--- src/rtl/tep_pkg.sv ---
package tep_pkg;
  typedef enum logic [1:0] {
    DEC_IDLE   = 2'd0,
    DEC_ARM    = 2'd1,
    DEC_EMIT   = 2'd2,
    DEC_ORPHAN = 2'd3
  } tep_dec_e;
endpackage

--- src/rtl/tep_pair_core.sv ---
module tep_pair_core
  import tep_pkg::*;
#(
  parameter int CW = 10,
  parameter int FW = 5,
  localparam int TW = CW + FW
) (
  input  logic          clk,
  input  logic          rst_n,
  input  logic          acc,
  input  logic [CW-1:0] rec_coarse,
  input  logic [FW-1:0] rec_fine,
  input  logic          rec_eflag,
  input  logic [TW-1:0] max_width,
  output logic          emit,
  output logic          orphan,
  output logic [CW-1:0] emit_coarse,
  output logic [FW-1:0] emit_fine,
  output logic [TW-1:0] emit_width
);
  logic          pend_q;
  logic [TW-1:0] pend_ts_q;
  logic [TW-1:0] rec_ts;
  logic [TW-1:0] gap;
  tep_dec_e      dec;

  assign rec_ts = {rec_coarse, rec_fine};
  // modulo 2^TW difference handles coarse rollover
  assign gap    = rec_ts - pend_ts_q;

  always_comb begin
    dec = DEC_IDLE;
    if (acc) begin
      if (!rec_eflag)                       dec = DEC_ARM;
      else if (pend_q && gap <= max_width)  dec = DEC_EMIT;
      else                                  dec = DEC_ORPHAN;
    end
  end

  always_ff @(posedge clk) begin
    if (!rst_n) begin
      pend_q    <= 1'b0;
      pend_ts_q <= '0;
    end else begin
      case (dec)
        DEC_ARM: begin
          pend_q    <= 1'b1;
          pend_ts_q <= rec_ts;
        end
        DEC_EMIT, DEC_ORPHAN: pend_q <= 1'b0;
        default: ;
      endcase
    end
  end

  assign emit        = (dec == DEC_EMIT);
  assign orphan      = (dec == DEC_ORPHAN);
  assign emit_coarse = pend_ts_q[TW-1:FW];
  assign emit_fine   = pend_ts_q[FW-1:0];
  assign emit_width  = gap;

  assert_clear_after_emit_R2: assert property (@(posedge clk) disable iff (!rst_n)
    emit |=> !pend_q);
  assert_arm_latest_R4: assert property (@(posedge clk) disable iff (!rst_n)
    (acc && !rec_eflag) |=> (pend_q && pend_ts_q == $past(rec_ts)));
  assert_lone_energy_R5: assert property (@(posedge clk) disable iff (!rst_n)
    (acc && rec_eflag && !pend_q) |-> (orphan && !emit));
  assert_width_bound_R6: assert property (@(posedge clk) disable iff (!rst_n)
    emit |-> (emit_width <= max_width));
endmodule

--- src/rtl/tep_out_reg.sv ---
module tep_out_reg #(
  parameter int DW = 30
) (
  input  logic          clk,
  input  logic          rst_n,
  input  logic          load,
  input  logic [DW-1:0] load_data,
  output logic          space,
  output logic          out_valid,
  input  logic          out_ready,
  output logic [DW-1:0] out_data
);
  logic          valid_q;
  logic [DW-1:0] data_q;

  assign space     = !valid_q || out_ready;
  assign out_valid = valid_q;
  assign out_data  = data_q;

  always_ff @(posedge clk) begin
    if (!rst_n) begin
      valid_q <= 1'b0;
      data_q  <= '0;
    end else if (load) begin
      valid_q <= 1'b1;
      data_q  <= load_data;
    end else if (out_ready) begin
      valid_q <= 1'b0;
    end
  end

  assert_hold_stalled_R7: assert property (@(posedge clk) disable iff (!rst_n)
    (valid_q && !out_ready) |=> (valid_q && $stable(data_q)));
  assert_no_overwrite_R7: assert property (@(posedge clk) disable iff (!rst_n)
    load |-> (!valid_q || out_ready));
endmodule

--- src/rtl/tep_sat_cnt.sv ---
module tep_sat_cnt #(
  parameter int N = 8
) (
  input  logic         clk,
  input  logic         rst_n,
  input  logic         inc,
  output logic [N-1:0] count
);
  localparam logic [N-1:0] TOP = '1;
  logic [N-1:0] cnt_q;

  always_ff @(posedge clk) begin
    if (!rst_n)                  cnt_q <= '0;
    else if (inc && cnt_q != TOP) cnt_q <= cnt_q + 1'b1;
  end

  assign count = cnt_q;

  assert_saturate_R8: assert property (@(posedge clk) disable iff (!rst_n)
    (inc && cnt_q == TOP) |=> (cnt_q == TOP));
  assert_step_R5: assert property (@(posedge clk) disable iff (!rst_n)
    (inc && cnt_q != TOP) |=> (cnt_q == $past(cnt_q) + 1'b1));
  assert_idle_R5: assert property (@(posedge clk) disable iff (!rst_n)
    !inc |=> $stable(cnt_q));
endmodule

--- src/rtl/tstamp_event_pairer.sv ---
module tstamp_event_pairer #(
  parameter int CW  = 10,
  parameter int FW  = 5,
  parameter int ECW = 8,
  localparam int TW = CW + FW,
  localparam int DW = CW + FW + TW
) (
  input  logic           clk,
  input  logic           rst_n,
  input  logic           in_valid,
  output logic           in_ready,
  input  logic [CW-1:0]  in_coarse,
  input  logic [FW-1:0]  in_fine,
  input  logic           in_eflag,
  input  logic [TW-1:0]  max_width,
  output logic           out_valid,
  input  logic           out_ready,
  output logic [CW-1:0]  out_coarse,
  output logic [FW-1:0]  out_fine,
  output logic [TW-1:0]  out_width,
  output logic [ECW-1:0] orphan_count
);
  logic          acc, emit, orphan, space;
  logic [CW-1:0] emit_coarse;
  logic [FW-1:0] emit_fine;
  logic [TW-1:0] emit_width;
  logic [DW-1:0] out_data;

  assign in_ready = space;
  assign acc      = in_valid && space;

  tep_pair_core #(.CW(CW), .FW(FW)) u_core (
    .clk(clk), .rst_n(rst_n), .acc(acc),
    .rec_coarse(in_coarse), .rec_fine(in_fine), .rec_eflag(in_eflag),
    .max_width(max_width),
    .emit(emit), .orphan(orphan),
    .emit_coarse(emit_coarse), .emit_fine(emit_fine), .emit_width(emit_width)
  );

  tep_out_reg #(.DW(DW)) u_out (
    .clk(clk), .rst_n(rst_n), .load(emit),
    .load_data({emit_coarse, emit_fine, emit_width}),
    .space(space), .out_valid(out_valid), .out_ready(out_ready),
    .out_data(out_data)
  );

  tep_sat_cnt #(.N(ECW)) u_orphans (
    .clk(clk), .rst_n(rst_n), .inc(orphan), .count(orphan_count)
  );

  assign out_coarse = out_data[DW-1 -: CW];
  assign out_fine   = out_data[TW +: FW];
  assign out_width  = out_data[TW-1:0];

  assert_stall_blocks_input_R7: assert property (@(posedge clk) disable iff (!rst_n)
    (out_valid && !out_ready) |-> !acc);
endmodule

--- config.mk ---
export PLATFORM = sky130hd
export DESIGN_NAME = tstamp_event_pairer
export DESIGN_NICKNAME = d
export VERILOG_FILES = /design/src/rtl/tep_pkg.sv /design/src/rtl/tep_pair_core.sv /design/src/rtl/tep_out_reg.sv /design/src/rtl/tep_sat_cnt.sv /design/src/rtl/tstamp_event_pairer.sv
export SDC_FILE = /design/constraint.sdc
export NUM_CORES = 1
export LEC_CHECK = 0
export ABC_AREA = 1
export BUFFER_PORTS_ARGS = -buffer_cell sky130_fd_sc_hd__buf_2
export CAP_MARGIN = 20
export CORE_UTILIZATION = 48
export DETAILED_ROUTE_END_ITERATION = 10
export PLACE_DENSITY_LB_ADDON = 0.25
export SYNTH_ARGS = -nofsm -noshare
export SYNTH_HDL_FRONTEND = slang
export SYNTH_SLANG_ARGS = --single-unit
--- constraint.sdc ---
create_clock -name clk -period 5.7 [get_ports clk]
set_input_delay 0 -clock clk [delete_from_list [all_inputs] [get_ports clk]]
set_output_delay 0 -clock clk [all_outputs]
set_load 0.02 [all_outputs]
After elaboration in Yosys (flattened, before gate mapping)
Index checks and enable logic that the tools add are counted.
W data, S select, Z words.
{"block": "totals", "ff_bits": 55, "word_cells": 26}
{"block": "op_classes", "add_sub_neg": 2, "magnitude_cmp": 1, "eq_ne": 4, "mux": 6, "reduce_logical": 8}
{"operator": "$le A15 B15 Y1", "count": 1}
{"operator": "$sub A15 B15 Y15", "count": 1}
{"operator": "$add A8 B1 Y8 const B", "count": 1}
{"operator": "$ne A8 B8 Y1 const B", "count": 1}
{"operator": "$eq A2 B2 Y1 const B", "count": 2}
{"operator": "$mux W2", "count": 2}
{"operator": "$reduce_bool A2 Y1", "count": 2}
{"operator": "$logic_and A1 B1 Y1", "count": 3}
{"operator": "$mux W1", "count": 3}
{"operator": "$eq A2 B1 Y1 const B", "count": 1}
{"operator": "$pmux W1 S2", "count": 1}
{"operator": "$reduce_or A2 Y1", "count": 1}
{"operator": "$logic_not A1 Y1", "count": 1}
{"operator": "$logic_or A1 B1 Y1", "count": 1}

Logic depth before layout (Yosys ltp)
{"block": "depth", "depth_word": 9, "mapped_depth": 27}

Hierarchy
A second synthesis with hierarchy kept.
{"block": "hier_totals", "cells_unflattened": 482, "hier_area_um2": 3354.5}
{"mod": "tep_pair_core", "n_inst": 1, "cells_each": 269, "area_each_um2": 1775.5, "seq_area_each_um2": 320.3}
{"mod": "tep_out_reg", "n_inst": 1, "cells_each": 135, "area_each_um2": 1074.8, "seq_area_each_um2": 620.6}
{"mod": "tep_sat_cnt", "n_inst": 1, "cells_each": 76, "area_each_um2": 496.7, "seq_area_each_um2": 160.2}
{"mod": "tstamp_event_pairer", "n_inst": 1, "cells_each": 2, "area_each_um2": 7.5, "seq_area_each_um2": 0.0}

Worst setup path after synthesis
Ideal clock, no wire load.
{"block": "synth_path", "kind": "register -> register", "from": "register u_core.pend_ts_q[0]", "to": "register u_out.data_q[10], in the netlist u_out.out_data[10]", "setup_ns": 0.113, "t_arrival_ns": 2.756, "required_time_ns": 5.587, "setup_slack_ns": 2.831, "stages_incl_launch_ff": 25, "path_buffers": 1, "path_cell_list": "dfxtp_1 > ha_1 > inv_1 > fa_1 > nand2_1 > nand2_1 > o21ai_1 > o21ai_0 > nand3_1 > nand2_1 > nand2_1 > nand2_1 > ha_1 > nand2_1 > nor2_2 > inv_2 > nor2_2 > nand2_1 > nand2_1 > nand2_2 > nand3_4 > clkinv_2 > buf_6 > o21ai_1 > nor2_1"}
{"block": "synth_between", "elab_chain_cells": 7}
{"item": "start: declaration", "line": "tep_pair_core.sv:22", "text": "logic [TW-1:0] pend_ts_q;"}
{"item": "start signal: assignment", "line": "tep_pair_core.sv:48", "text": "pend_ts_q <= rec_ts;"}
{"item": "$sub A15 B15 Y15", "line": "tep_pair_core.sv:29", "text": "assign gap = rec_ts - pend_ts_q;"}
{"item": "named net emit_width[14]", "line": "tstamp_event_pairer.sv:26", "text": "logic [TW-1:0] emit_width;"}
{"item": "$le A15 B15 Y1", "line": "tep_pair_core.sv:35", "text": "else if (pend_q && gap <= max_width) dec = DEC_EMIT;"}
{"item": "$logic_and A1 B1 Y1", "line": "tep_pair_core.sv:35"}
{"item": "$mux W1", "line": "tep_pair_core.sv:35"}
{"item": "$mux W2", "line": "tep_pair_core.sv:34", "text": "if (!rec_eflag) dec = DEC_ARM;"}
{"item": "$mux W2", "line": "tep_pair_core.sv:33", "text": "if (acc) begin"}
{"item": "$eq A2 B2 Y1", "line": "tep_pair_core.sv:56", "text": "assign emit = (dec == DEC_EMIT);"}
{"item": "end signal: assignment", "line": "tep_out_reg.sv:26", "text": "data_q <= load_data;"}
{"item": "end: declaration", "line": "tep_out_reg.sv:14", "text": "logic [DW-1:0] data_q;"}
The timed path passes the listed nets, and every way through them passes these cells.
A chain may end at the register's enable or synchronous reset.

Worst setup path after layout
{"block": "layout_path", "from": "input in_fine[0]", "to": "register u_out.data_q[9], in the netlist u_out.out_data[9]"}
{"block": "layout_between", "elab_chain_cells": 7}
{"item": "start: declaration", "line": "tstamp_event_pairer.sv:13", "text": "input logic [FW-1:0] in_fine,"}
{"item": "$sub A15 B15 Y15", "line": "tep_pair_core.sv:29"}
{"item": "named net emit_width[14]", "line": "tstamp_event_pairer.sv:26"}
{"item": "$le A15 B15 Y1", "line": "tep_pair_core.sv:35"}
{"item": "$logic_and A1 B1 Y1", "line": "tep_pair_core.sv:35"}
{"item": "$mux W1", "line": "tep_pair_core.sv:35"}
{"item": "$mux W2", "line": "tep_pair_core.sv:34"}
{"item": "$mux W2", "line": "tep_pair_core.sv:33"}
{"item": "$eq A2 B2 Y1", "line": "tep_pair_core.sv:56"}
The timed path passes the listed nets, and every way through them passes these cells.

==> summary.txt <==
Run status
  – Failing checks: design-rule violations
  – Status: complete, but fails checks

Synth
  – Synth Area in Simple Gates: 24.7%
  – Yosys warns: 0
  – Sequential share of the synthesized area: 34.1%
  – FFs w/ async S/R, synth: 0%
  – Synth Area in Adders: 12.3%
  – Syn Area/Cell: 7.07 µm²
  – Post-synth EDFFs: 0
  – Xor/xnor share of the synthesized area: 4.35%
  – Cell variety after synth: 29
  – Synth Instances: 456
  – Largest family of logic cells by synthesized area: simple AND/OR/NAND/NOR gates
  – Synth Register Bits: 55
  – Most used DFF post-synth: dfxtp_1
  – Syn_nets: 522
  – Synth Area in Compound Gates: 15.1%
  – Syn Std Cell Area: 3220 µm²
  – Mux contribution to synthesized area: 0%

Timing
  – Final TNS setup: 0 ns
  – Hold Fails Final Rpt: 0
  – Final worst path period share: 66.9%
  – WHS: 0.00263 ns
  – Setup slack after layout: 1.88 ns
  – Max Fclk: 0.262 GHz
  – Worst slew pin tran: 0.783 ns
  – RSZ-0062 raised after global routing: false
  – Max_slew headroom: 47.7%
  – Final setup fails: 0
  – Tmin final: 3.82 ns
  – Clock skew: 0.00566 ns
  – Max Transition Viols Final: 0

Setup path
  – Crit path max fanout: 32
  – Crit-path most repeated cell: nand2_1
  – R2r endpoint: u_out.out_data[9]
  – Startpoint types: primary input
  – Reg2Reg Setup Slack: 1.90 ns
  – Crit path max-delay family: simple AND/OR/NAND/NOR gates
  – Capturing element type of the critical path: flip-flop
  – Critical Path AT: 4.02 ns
  – Reg2reg start: u_core.pend_ts_q[0]
  – Crit path kind: in2reg
  – Worst path bufs/invs: 6
  – Slowest cell on crit path: dlygate4sd3_1
  – Critical Path RT: 5.90 ns
  – Critical path's largest stage delay: 0.53 ns
  – Cell count of the worst reg-to-reg path: 23

Flow run
  – Number of max-cap violations: 0

Finish
  – NumNets Final: 599
  – Area added between synthesis and finish: 18.5%
  – Diode count: 0
  – Finished Cell Area: 3820 µm²
  – Ratio of cells with drive above 1 in the final layout: 17.4%

Placement
  – RD Place Congestion: 0.859
  – Port bufs: 74
  – Detailed Place HPWL: 5.85 mm
  – Post-DP Area: 3610 µm²
  – Setup slack at placement: 1.91 ns

Power
  – Lkg Pwr: 1.87 nW
  – Peak VDD IR: 0.000108 V
  – Power Dens Cells: 225 nW/µm²

Clock network
  – # H-tree levels: 2
  – CTS Buf Count: 5
  – Clk_lat worst skew: 0.31 ns
  – # hold bufs at CTS: 9
  – CTS root buf: clkbuf_8
  – CTS tree: yes
  – # Post-CTS Setup Buffers: 0
  – Clock transition at path regs: 0.10 ns
  – Clock buffer depth: 2
  – Gates resized, CTS repair: 0
  – Clock sinks: 55

Floorplanning
  – Area of the core: 6420 µm²
  – Row count: 29
  – Initial Util: 50.2%
  – Io pins: 75
  – Die area: 7050 µm²
  – Chip Width: 84.0 µm
  – Chip height: 84.0 µm

Route
  – Routed vias: 3051
  – Uppermost layer routed: met4
  – 1st-iter DRT viols: 102
  – Mean routed wirelength per cell: 12.5 µm
  – Antenna-violating nets left: 0
  – DR vias/cell: 4.99
  – WL met3: 257 µm
  – 1st-pass router iterations: 7
  – Met2 wire length: 3.61 mm
  – Met1 Wirelength: 3.67 mm
  – Drt total wl: 7.61 mm
  – Drc violations: 14

Min path
  – Min-Delay Endpoint: u_core.pend_ts_q[5]
  – Class of the worst hold path: in2reg
  – Hold Path Origin: in_coarse[0]
  – Hold-critical path depth: 3

GRT
  – Vias in the first global route: 2927
  – Initial antenna violation count: 0
  – Largest net degree at the start of global routing: 37
  – Total gr overflow: 0
  – Global-route wire length before repair: 13.0 mm
  – GR Util All Layers: 22.7%
logic make-up (layout without fill, tap and decap cells):
kind of cell	count (synthesis)	count (layout)
simple gates	186	186
compound gates	94	94
buf+inv	74	152
flops	55	55
fa+ha+maj	31	31
xor+xnor	16	16
cell usage after synthesis, types with 2 or more instances:
master      n  area, µm²
nand2_1   124        465
a21oi_1    65        325
inv_1      57        214
dfxtp_1    55       1100
ha_1       30        375
nor2_1     24       90.1
nand3_1    21        105
o21ai_0    18       90.1
xor2_1     11       96.3
nand4_1     9       56.3
clkbuf_1    6       22.5
o21ai_1     5       25.0
xnor2_1     5       43.8
buf_2       4       20.0
buf_6       3       33.8
a21o_1      2       15.0
nand2_2     2       12.5
nand3_4     2       35.0
nor2_2      2       12.5
o21bai_1    2       15.0
layout by cell type (no fill, tap or decap), drive strengths merged, types with 2 or more instances in the layout:
master | Yosys | final
nand2 | 126 | 126
nand4 | 9 | 9
o21ai | 23 | 23
clkbuf | 6 | 5
dfxtp | 55 | 55
xor2 | 11 | 11
inv | 58 | 59
a21oi | 66 | 66
nor2 | 27 | 27
buf | 8 | 75
dlygate4sd3 | 0 | 9
nand3 | 23 | 23
xnor2 | 5 | 5
clkinv | 2 | 4
ha | 30 | 30
o21bai | 2 | 2
a21o | 2 | 2
through the flow:
| stage | std cells | utilization [%] | total power [mW] |
|---|---|---|---|
| after global routing | 611 | 59.5 | 0.919 |
| final | 611 | 59.5 | 0.858 |
| after CTS | 610 | 59.0 | 0.864 |
| after global placement | 593 | 56.2 | 0.631 |
| after detailed placement | 593 | 56.2 | 0.637 |
| after floorplan | 456 | - | 0.576 |
where the power goes:
| part | internal, mW | total [mW] | switching, mW |
|---|---|---|---|
| Clock | 0.0885 | 0.223 | 0.134 |
| Sequential | 0.394 | 0.400 | 0.00644 |
| Combinational | 0.0900 | 0.234 | 0.144 |
flip-flops by register name, summed over array words and instances, names as in the netlist:
signal,cells
u_out.out_valid,1
u_orphans.count,8
u_out.out_data,30
u_core.pend_ts_q,15
u_core.pend_q,1
worst max-delay path by stage:
stage,end,startpoint,cells after the start
after floorplan,u_out.out_data[10],u_core.pend_ts_q[0],24
after global placement,u_out.out_data[14],u_core.pend_ts_q[0],23
after detailed placement,u_out.out_data[12],u_core.pend_ts_q[0],23
after CTS,u_out.out_data[12],in_fine[0],26
after global routing,u_out.out_data[13],in_fine[0],26
final,u_out.out_data[9],in_fine[0],26
cell type report:
type                    instances  area (µm²)
fillers                       627        2600
multi-input cells             327        1820
flip-flops and latches         55        1100
repair buffers                 84         488
inverters                      60         226
well taps                      77        96.3
clock buffers                   5        68.8
clock inverters                 3        22.5
routing by layer:
layer  global-route usage (%)  vias up
li1                         -     1629
met1                     29.4     1352
met2                     39.7       62
met3                     2.57        8
met4                     6.43        0
met5                        0        -
worst register-to-register path, cell delays in order (launching register included):
cell and delay (ns):
dfxtp_1 0.37, ha_1 0.16, inv_1 0.06, fa_1 0.40, nand2_1 0.08, nand2_1 0.05, o21ai_1 0.14, o21ai_0 0.16
nand3_1 0.13, nand2_1 0.06, nand2_1 0.06, nand2_1 0.09, ha_1 0.30, nand2_1 0.08, nor2_2 0.16, inv_2 0.05
nor2_2 0.12, nand2_1 0.07, nand2_1 0.07, nand2_2 0.08, nand3_4 0.27, clkinv_2 0.44, o21ai_1 0.25, nor2_1 0.06
(Power assumes the default switching activity.)
